==> config.mk <==
export PLATFORM = sky130hd
export DESIGN_NAME = link_sync_ctrl
export DESIGN_NICKNAME = d
export VERILOG_FILES = /design/src/rtl/lsc_pkg.sv /design/src/rtl/lsc_lock_timer.sv /design/src/rtl/lsc_hold_filter.sv /design/src/rtl/lsc_burst_counter.sv /design/src/rtl/link_sync_ctrl.sv
export SDC_FILE = /design/constraint.sdc
export NUM_CORES = 1
export LEC_CHECK = 0
export BUFFER_PORTS_ARGS = -buffer_cell sky130_fd_sc_hd__buf_2
export CAP_MARGIN = 15
export CORE_ASPECT_RATIO = 1.75
export CORE_MARGIN = 2
export CORE_UTILIZATION = 43
export CTS_CLUSTER_SIZE = 14
export DETAILED_ROUTE_END_ITERATION = 8
export MAX_ROUTING_LAYER = met4
export SYNTH_ARGS = -nofsm -noshare
export SYNTH_HDL_FRONTEND = slang
export SYNTH_HIERARCHICAL = 1
export SYNTH_SLANG_ARGS = --single-unit
==> constraint.sdc <==
create_clock -name clk -period 1.6 [get_ports clk]
set_input_delay 0.32 -clock clk [delete_from_list [all_inputs] [get_ports clk]]
set_output_delay 0.32 -clock clk [all_outputs]
set_load 0.02 [all_outputs]
==> src/rtl/lsc_pkg.sv <==
package lsc_pkg;

    typedef enum logic [1:0] {
        PH_LOCK = 2'd0,
        PH_SYNC = 2'd1,
        PH_DATA = 2'd2
    } lsc_phase_e;

    typedef struct packed {
        logic sync_frames;
        logic line_drive;
    } lsc_ctl_t;

    function automatic int unsigned cnt_bits(input int unsigned limit);
        return (limit < 2) ? 1 : $clog2(limit + 1);
    endfunction

endpackage

==> src/rtl/lsc_lock_timer.sv <==
module lsc_lock_timer #(
    parameter int unsigned WAIT_EDGES = 2049
) (
    input  logic clk,
    input  logic clear,
    input  logic run,
    output logic expire
);
    localparam int unsigned W = lsc_pkg::cnt_bits(WAIT_EDGES);
    localparam logic [W-1:0] LAST = W'(WAIT_EDGES - 1);

    logic [W-1:0] elapsed_q;

    assign expire = run && (elapsed_q == LAST);

    always_ff @(posedge clk) begin
        if (clear) begin
            elapsed_q <= '0;
        end else if (run && !expire) begin
            elapsed_q <= elapsed_q + 1'b1;
        end else if (!run) begin
            elapsed_q <= '0;
        end
    end
endmodule

==> src/rtl/lsc_hold_filter.sv <==
module lsc_hold_filter #(
    parameter int unsigned HOLD = 6
) (
    input  logic clk,
    input  logic clear,
    input  logic req,
    output logic fire
);
    localparam int unsigned W = lsc_pkg::cnt_bits(HOLD);

    generate
        if (HOLD <= 1) begin : g_direct
            assign fire = req;
        end else begin : g_count
            localparam logic [W-1:0] TOP  = W'(HOLD);
            localparam logic [W-1:0] NEAR = W'(HOLD - 1);
            logic [W-1:0] run_q;

            assign fire = req && (run_q >= NEAR);

            always_ff @(posedge clk) begin
                if (clear || !req) begin
                    run_q <= '0;
                end else if (run_q != TOP) begin
                    run_q <= run_q + 1'b1;
                end
            end
        end
    endgenerate
endmodule

==> src/rtl/lsc_burst_counter.sv <==
module lsc_burst_counter #(
    parameter int unsigned FRAMES = 1024
) (
    input  logic clk,
    input  logic restart,
    input  logic tick,
    output logic complete
);
    localparam int unsigned W = lsc_pkg::cnt_bits(FRAMES);
    localparam logic [W-1:0] TOP  = W'(FRAMES);
    localparam logic [W-1:0] NEAR = W'(FRAMES - 1);

    logic [W-1:0] sent_q;

    // the frame sent in this cycle makes the count reach FRAMES
    assign complete = (sent_q >= NEAR);

    always_ff @(posedge clk) begin
        if (restart) begin
            sent_q <= '0;
        end else if (tick && (sent_q != TOP)) begin
            sent_q <= sent_q + 1'b1;
        end
    end
endmodule

==> src/rtl/link_sync_ctrl.sv <==
module link_sync_ctrl #(
    parameter int unsigned LOCK_EDGES   = 2049,
    parameter int unsigned REQ_HOLD     = 6,
    parameter int unsigned BURST_FRAMES = 1024
) (
    input  logic clk,
    input  logic rst,
    input  logic sync_req_a,
    input  logic sync_req_b,
    input  logic pd_n,
    input  logic out_en,
    output logic sel_sync,
    output logic drive_out
);
    import lsc_pkg::*;

    lsc_phase_e phase_q, phase_d;
    lsc_ctl_t   ctl;
    logic       req_any;
    logic       hard_clear;
    logic       lock_done;
    logic       req_fire;
    logic       burst_full;

    assign req_any    = sync_req_a | sync_req_b;
    assign hard_clear = rst | ~pd_n;

    lsc_lock_timer #(.WAIT_EDGES(LOCK_EDGES)) u_lock (
        .clk    (clk),
        .clear  (hard_clear),
        .run    (phase_q == PH_LOCK),
        .expire (lock_done)
    );

    lsc_hold_filter #(.HOLD(REQ_HOLD)) u_filt (
        .clk   (clk),
        .clear (hard_clear),
        .req   (req_any),
        .fire  (req_fire)
    );

    lsc_burst_counter #(.FRAMES(BURST_FRAMES)) u_burst (
        .clk      (clk),
        .restart  (hard_clear | (phase_q != PH_SYNC)),
        .tick     (phase_q == PH_SYNC),
        .complete (burst_full)
    );

    always_comb begin
        phase_d = phase_q;
        unique case (phase_q)
            PH_LOCK: if (lock_done) phase_d = req_any ? PH_SYNC : PH_DATA;
            PH_SYNC: if (burst_full && !req_any) phase_d = PH_DATA;
            PH_DATA: if (req_fire) phase_d = PH_SYNC;
            default: phase_d = PH_LOCK;
        endcase
    end

    always_ff @(posedge clk) begin
        if (hard_clear) begin
            phase_q <= PH_LOCK;
        end else begin
            phase_q <= phase_d;
        end
    end

    always_comb begin
        ctl.sync_frames = (phase_q == PH_SYNC);
        ctl.line_drive  = pd_n & out_en & (phase_q != PH_LOCK);
    end

    assign sel_sync  = ctl.sync_frames;
    assign drive_out = ctl.line_drive;
endmodule

**After elaboration in Yosys (flattened, before gate mapping)**

Cells that the tools add are included.

- Memories kept: 0
- Memory bits (writable): 0
- ROM bits: 0
- Flip-flop bits (word level): 28
- Logic and storage cells: 43
- Input port bits: 6
- Latch bits: 0
- Output and inout bits: 2

- $mul: 0
- Reduce and logical (&&, ||, !) cells: 11
- Muxes and demuxes: 7
- Shift operators: 0
- Add/sub/neg operators: 3
- Div/mod/pow operators: 0
- Bitwise logic cells: 6
- Eq/ne operators: 10
- Magnitude comparators: 2

Operators with widths:

| cell | count |
|---|---|
| two-way mux 12 bit | 2 |
| adder 12 x 1 -> 12 bit (second input constant) | 1 |
| == test 12 bit (second input constant) | 1 |
| adder 11 x 1 -> 11 bit (second input constant) | 1 |
| greater-or-equal comparator 11 x 10 -> 1 bit (second input constant) | 1 |
| inequality test 11 bit (second input constant) | 1 |
| two-way mux 2 bit | 4 |
| inequality test 2 bit (second input constant) | 4 |
| case mux 2 bit (3 select lines) | 1 |
| logical AND 1 bit | 5 |
| adder 3 x 1 -> 3 bit (second input constant) | 1 |
| greater-or-equal comparator 3 bit (second input constant) | 1 |
| inequality test 3 bit (second input constant) | 1 |
| bitwise OR 1 bit | 3 |
| AND reduction 3 bit | 1 |
| bitwise AND 1 bit | 2 |
| == test 2 x 1 -> 1 bit (second input constant) | 1 |
| == test 2 bit (second input constant) | 1 |
| logical NOT 1 bit | 2 |
| logical NOT 2 bit | 1 |
| inequality test 2 x 1 -> 1 bit (second input constant) | 1 |
| nonzero test 2 bit | 1 |
| logical OR 1 bit | 1 |
| NOT 1 bit | 1 |

**Logic depth before layout (Yosys ltp)**

- Word-level depth: 5
- Depth in mapped cells: 9
- Gate-level depth less buffers: 8

**Hierarchy**

Netlist, hierarchy kept.

By module, submodules not included:

| module | sequential area each (µm²) | area each (µm²) | instances | cells an instance |
|---|---|---|---|---|
| lsc_lock_timer | 240.2 | 608.1 | 1 | 69 |
| lsc_burst_counter | 220.2 | 586.8 | 1 | 68 |
| lsc_hold_filter | 60.1 | 178.9 | 1 | 18 |
| link_sync_ctrl | 40.0 | 138.9 | 1 | 18 |

**Least setup slack after synthesis**

No wires, ideal clock.

- Path type: flip-flop to flip-flop
- Start: reg phase_q[0]
- End: reg u_burst.sent_q[9]
- Period minus slack after synthesis: 1928 ps
- Data required time: 1477 ps
- Setup time: 123 ps
- Data arrival time: 1805 ps
- Path slack: -328 ps
- Stages on the path, launching flop included: 6
- Buffers on the path: 0
- Path through: dfxtp_1 nor2b_1 inv_1 a31oi_4 nand4_1 mux2_1

- Word-level cells in the longest chain between the ends: 2
- Elaborated cells between the ends (all ways): 4
- Classes of those cells: eq/ne (2); bitwise (1); reduce/logical (1)

RTL lines:

| item | line | text |
|---|---|---|
| start, declared | link_sync_ctrl.sv:17 | `lsc_phase_e phase_q, phase_d;` |
| start signal, assigned | link_sync_ctrl.sv:63 | `phase_q <= phase_d;` |
| == test 2 x 1 -> 1 bit | -- |  |
| named net sel_sync | link_sync_ctrl.sv:12 | `output logic sel_sync,` |
| logical AND 1 bit | lsc_burst_counter.sv:21 | `end else if (tick && (sent_q != TOP)) begin` |
| end signal, assigned | lsc_burst_counter.sv:22 | `sent_q <= sent_q + 1'b1;` |
| end, declared | lsc_burst_counter.sv:13 | `logic [W-1:0] sent_q;` |

The timed path passes the listed nets, and every way through them passes these cells.
A chain may end at the register's enable or synchronous reset.

**Final worst setup path**

- Start: reg u_lock.elapsed_q[0]
- End: reg phase_q[0]

- Word-level cells in the longest chain between the ends: 4

RTL lines:

| item | line | text |
|---|---|---|
| start, declared | lsc_lock_timer.sv:12 | `logic [W-1:0] elapsed_q;` |
| start signal, assigned | lsc_lock_timer.sv:20 | `elapsed_q <= elapsed_q + 1'b1;` |
| == test 12 bit | lsc_lock_timer.sv:14 | `assign expire = run && (elapsed_q == LAST);` |
| logical AND 1 bit | lsc_lock_timer.sv:14 |  |
| named net lock_done | link_sync_ctrl.sv:21 | `logic lock_done;` |
| inequality test 2 bit (no source line) | -- |  |
| AND reduction 3 bit (no source line) | -- |  |

The timed path passes the listed nets, and every way through them passes these cells.

==> parameters.txt <==
Parameter                              Value

Synthesis
  Syn nets    186
  Dominant register cell in the synthesized netlist    sky130_fd_sc_hd__dfxtp_1
  Combined area of all synthesized cells    1510 um^2
  Cell type contributing the most total cell area after synthesis    sky130_fd_sc_hd__dfxtp_1
  Number of instances in the synthesized netlist    173
  Async set-reset flop share out of synthesis    0%
  Register area share after synthesis    between 30% and 40%
  Number of distinct library cells after synthesis    50
  Mean area per synthesized cell    8.74 um^2
  Post-synthesis register bit count    28
  Number of flops mapped to enable cells by yosys    0
  Leading cell types by total area after synthesis    sky130_fd_sc_hd__dfxtp_1 (37%), sky130_fd_sc_hd__ha_1 (5.8%), sky130_fd_sc_hd__nor2_1 (4.7%), sky130_fd_sc_hd__nand2_1 (3.5%), sky130_fd_sc_hd__a21oi_1 (3.3%)
  Warning count from the yosys run    6
  Area share of the largest cell type after synthesis    37.1%

Status
  Run status    complete, but fails checks
  Violated checks    setup timing

Detailed routing
  DR vias    between 1000 and 1500
  Mean routed wirelength per cell    approximately 14 um
  DRC violation count after routing    0
  Remaining antenna violation count after routing    0
  Number of optimization iterations in the first detailed-route pass    4
  Starting DRT DRC Count    50
  Detailed-route vias per instance    between 5 and 6
  Routed WL    around 3300 um

STA
  Final setup fails    1
  Endpoints failing hold    0
  RSZ-0062 raised after global routing    yes
  Max-slew violation count    0
  Final critical delay including setup and external delays    1.60 ns
  Remaining max-slew budget at the tightest pin    72.3%
  Slew at the pin with the worst max-slew slack    0.414 ns
  Smallest setup slack after layout    -0.00182 ns
  Fin crit share    100%
  Fmax    624 MHz
  Final setup skew    0.00395 ns

Power
  Switching part of the total    21.5%
  Share of total power in the clock network    37.2%
  Final total power    roughly 1.2 mW
  Total power divided by cell area    ~650 nW/um^2
  Switching Power    0.259 mW
  Proportion of power drawn by combinational gates    4.2%
  Internal power of the cells    ~0.94 mW
  Seq pwr share    between 50% and 60%
  Maximum ir drop on the vdd rail    roughly 0.44 mV
  LEAKAGE    0.665 nW

Critical path
  Termination of the worst setup path    phase_q[0]$_SDFFE_PP0P_
  Startpoint type of the worst setup path    flip-flop
  Required time of the critical path    approximately 1.8 ns
  Launch instance of the worst register-to-register path    u_lock/elapsed_q[0]$_SDFFE_PP0P_
  Critical-path maximum fanout    2
  RR Endpoint    phase_q[0]$_SDFFE_PP0P_
  Peak per-stage delay on the critical path    around 0.36 ns
  R2R depth    8
  Worst setup path startpoint    u_lock/elapsed_q[0]$_SDFFE_PP0P_
  Reg2reg setup slack    -0.002 ns
  Slowest library cell on the worst path    sky130_fd_sc_hd__dfxtp_2
  Critical path start-end classification    reg -> reg
  Signal arrival time at the worst endpoint    1.78 ns
  Series of cell instances along the critical path    inv_2 > ha_4 > and4bb_2 > and3_4 > and2_4 > o21ba_4 > a21bo_1 > a21oi_2
  Crit end category    flip-flop

Clock network
  Clock input transition at the sequential cells of the worst setup and hold paths    0.10 ns
  CTS HTree Levels    1
  Clk Latency, worst-skew pair    0.28 ns
  TritonCTS clock tree    built
  Number of buffers created by CTS    3
  Library cell used as clock root buffer    sky130_fd_sc_hd__clkbuf_8
  Number of clock sinks    28
  Bufs on Longest Clock Path    2
  Hold Buf Count CTS    0

GRT
  Remaining global-route overflow    0
  Pin count of the biggest net entering global routing    16
  Number of global-route vias before repair    1320
  Gr usage total    roughly 18%
  Antenna violations before repair    0
  Wire length of the first global-routing pass    approximately 5500 um

Placement
  Final GP Congestion    0.792
  Placed instance count    239
  Placed Instance Area    1730 um^2
  DPL Wire Length    2480 um
  Port bufs    7

Final layout
  Proportion of layout cells with a drive suffix above 1    between 20% and 30%
  Count of inserted antenna diode cells    0
  Utilization of the core after routing    a little under three fifths
  Nets    roughly 210
  Non-filler instance count after layout    244
  Layout overhead on the synthesized area    22.4%
  Final standard cell area without fillers    1850 um^2

Floorplan
  Placeable Area    about 3400 um^2
  Top-Level Pins    8
  Chip Width    48.8 um
  Area of the die    4030 um^2
  Chip height    82.5 um
  Initial Utilization    45.0%
  Row Count    28

Run
  Max Cap Violations    0

Hold path
  Worst hold path stage count    4
  Path category of the worst min-delay check    in -> reg
## registers in the layout (all words and copies together) (netlist names)
signal                flops
u_lock/elapsed_q         12
phase_q                   2
u_filt/g_count.run_q      3
u_burst/sent_q           11
## placed cells by master (no fill, tap or decap), drive strengths merged, types with 5 or more instances in the layout
| cell | n |
|---|---|
| a21oi | 11 |
| buf | 25 |
| dfxtp | 28 |
| ha | 7 |
| inv | 11 |
| nand2 | 14 |
| nand2b | 5 |
| nand3 | 8 |
| nand4 | 5 |
| nor2 | 19 |
| nor3 | 6 |
## logic make-up after synthesis
kind of cell	after synthesis	synth area share (%)
adders and majority gates	7	5.79
buffers and inverters	14	3.56
and+or+nand+nor	81	31.0
muxes	5	3.47
AOI/OAI and AO/OA	31	15.1
xor gates and xnor gates	7	4.05
DFF	28	37.1
## through the flow
stage	worst slack (ns)	hold WS (ns)	setup TNS, ns
after global placement	0.0308	0.468	0
after detailed placement	-0.00182	0.476	-0.00182
after floorplan	-0.0610	0.448	-0.0899
after global routing	-0.0347	0.417	-0.0482
final	-0.00182	0.391	-0.00182
after CTS	0.00380	0.398	0
## area by class of cell
class                      instances  area, um^2
clock buffer                       4        55.1
fill                             321        1510
timing repair buffer              25         174
inverter                          11        41.3
sequential                        28         566
tap                               45        56.3
multi-input combinational        131         960
## synth_stat cells (2+ instances only)
cell and number:
sky130_fd_sc_hd__dfxtp_1 28, sky130_fd_sc_hd__nor2_1 19, sky130_fd_sc_hd__nand2_1 14, sky130_fd_sc_hd__inv_1 11, sky130_fd_sc_hd__a21oi_1 10, sky130_fd_sc_hd__ha_1 7
sky130_fd_sc_hd__nand3_1 6, sky130_fd_sc_hd__nand2b_1 5, sky130_fd_sc_hd__nor3_1 5, sky130_fd_sc_hd__nand3b_1 4, sky130_fd_sc_hd__nand4_1 4, sky130_fd_sc_hd__o31ai_1 4
sky130_fd_sc_hd__or4_1 4, sky130_fd_sc_hd__xnor2_1 4, sky130_fd_sc_hd__mux2i_1 3, sky130_fd_sc_hd__nor2b_1 3, sky130_fd_sc_hd__xor2_1 3, sky130_fd_sc_hd__clkbuf_1 2
sky130_fd_sc_hd__nand3_2 2, sky130_fd_sc_hd__nor4b_2 2, sky130_fd_sc_hd__o21a_1 2, sky130_fd_sc_hd__o21ai_0 2, sky130_fd_sc_hd__or3_1 2
## critical path, delay by kind of cell (launching register included)
kind            cells  cell delay (ns)
simple gates        3             0.51
compound gates      3             0.44
flops               1             0.36
fa+ha+maj           1             0.14
buf+inv             1             0.05
## layer usage
metal  GRT usage, %  vias up  routed length [um]
met2           35.9       13                1910
met5              -        -                   0
met4           9.43        0                  48
met3           2.16        4                  50
met1           16.9      630                1330
li1               -      661                   -
## power groups by stage
stage	Sequential (mW)	Combinational, mW	Clock, mW
floorplan	0.723	0.0243	0
global placement	0.721	0.0420	0
detailed placement	0.722	0.0444	0
CTS	0.706	0.0443	0.463
global route	0.707	0.0563	0.473
finish	0.706	0.0501	0.448
## how the worst min path moves through the flow
stage / from / end / slack, ns
final: sync_req_a / phase_q[1]$_SDFFE_PP0P_ / 0.39
after global routing: sync_req_b / phase_q[1]$_SDFFE_PP0P_ / 0.42
after CTS: rst / phase_q[0]$_SDFFE_PP0P_ / 0.40
after detailed placement: u_lock/elapsed_q[11]$_SDFFE_PP0P_ / u_lock/elapsed_q[11]$_SDFFE_PP0P_ / 0.48
after global placement: u_lock/elapsed_q[11]$_SDFFE_PP0P_ / u_lock/elapsed_q[11]$_SDFFE_PP0P_ / 0.47
after floorplan: u_lock/elapsed_q[11]$_SDFFE_PP0P_ / u_lock/elapsed_q[11]$_SDFFE_PP0P_ / 0.45
## what timing repair did
action / in CTS / in global routing
setup endpoints to repair: 2 / 9
pin swaps: 2 / 4
gates resized for setup: 1 / 12
endpoints found under the hold margin: 0 / 0
gates cloned: 0 / 0
buffers inserted: 0 / 1
(Power assumes the default switching activity.)
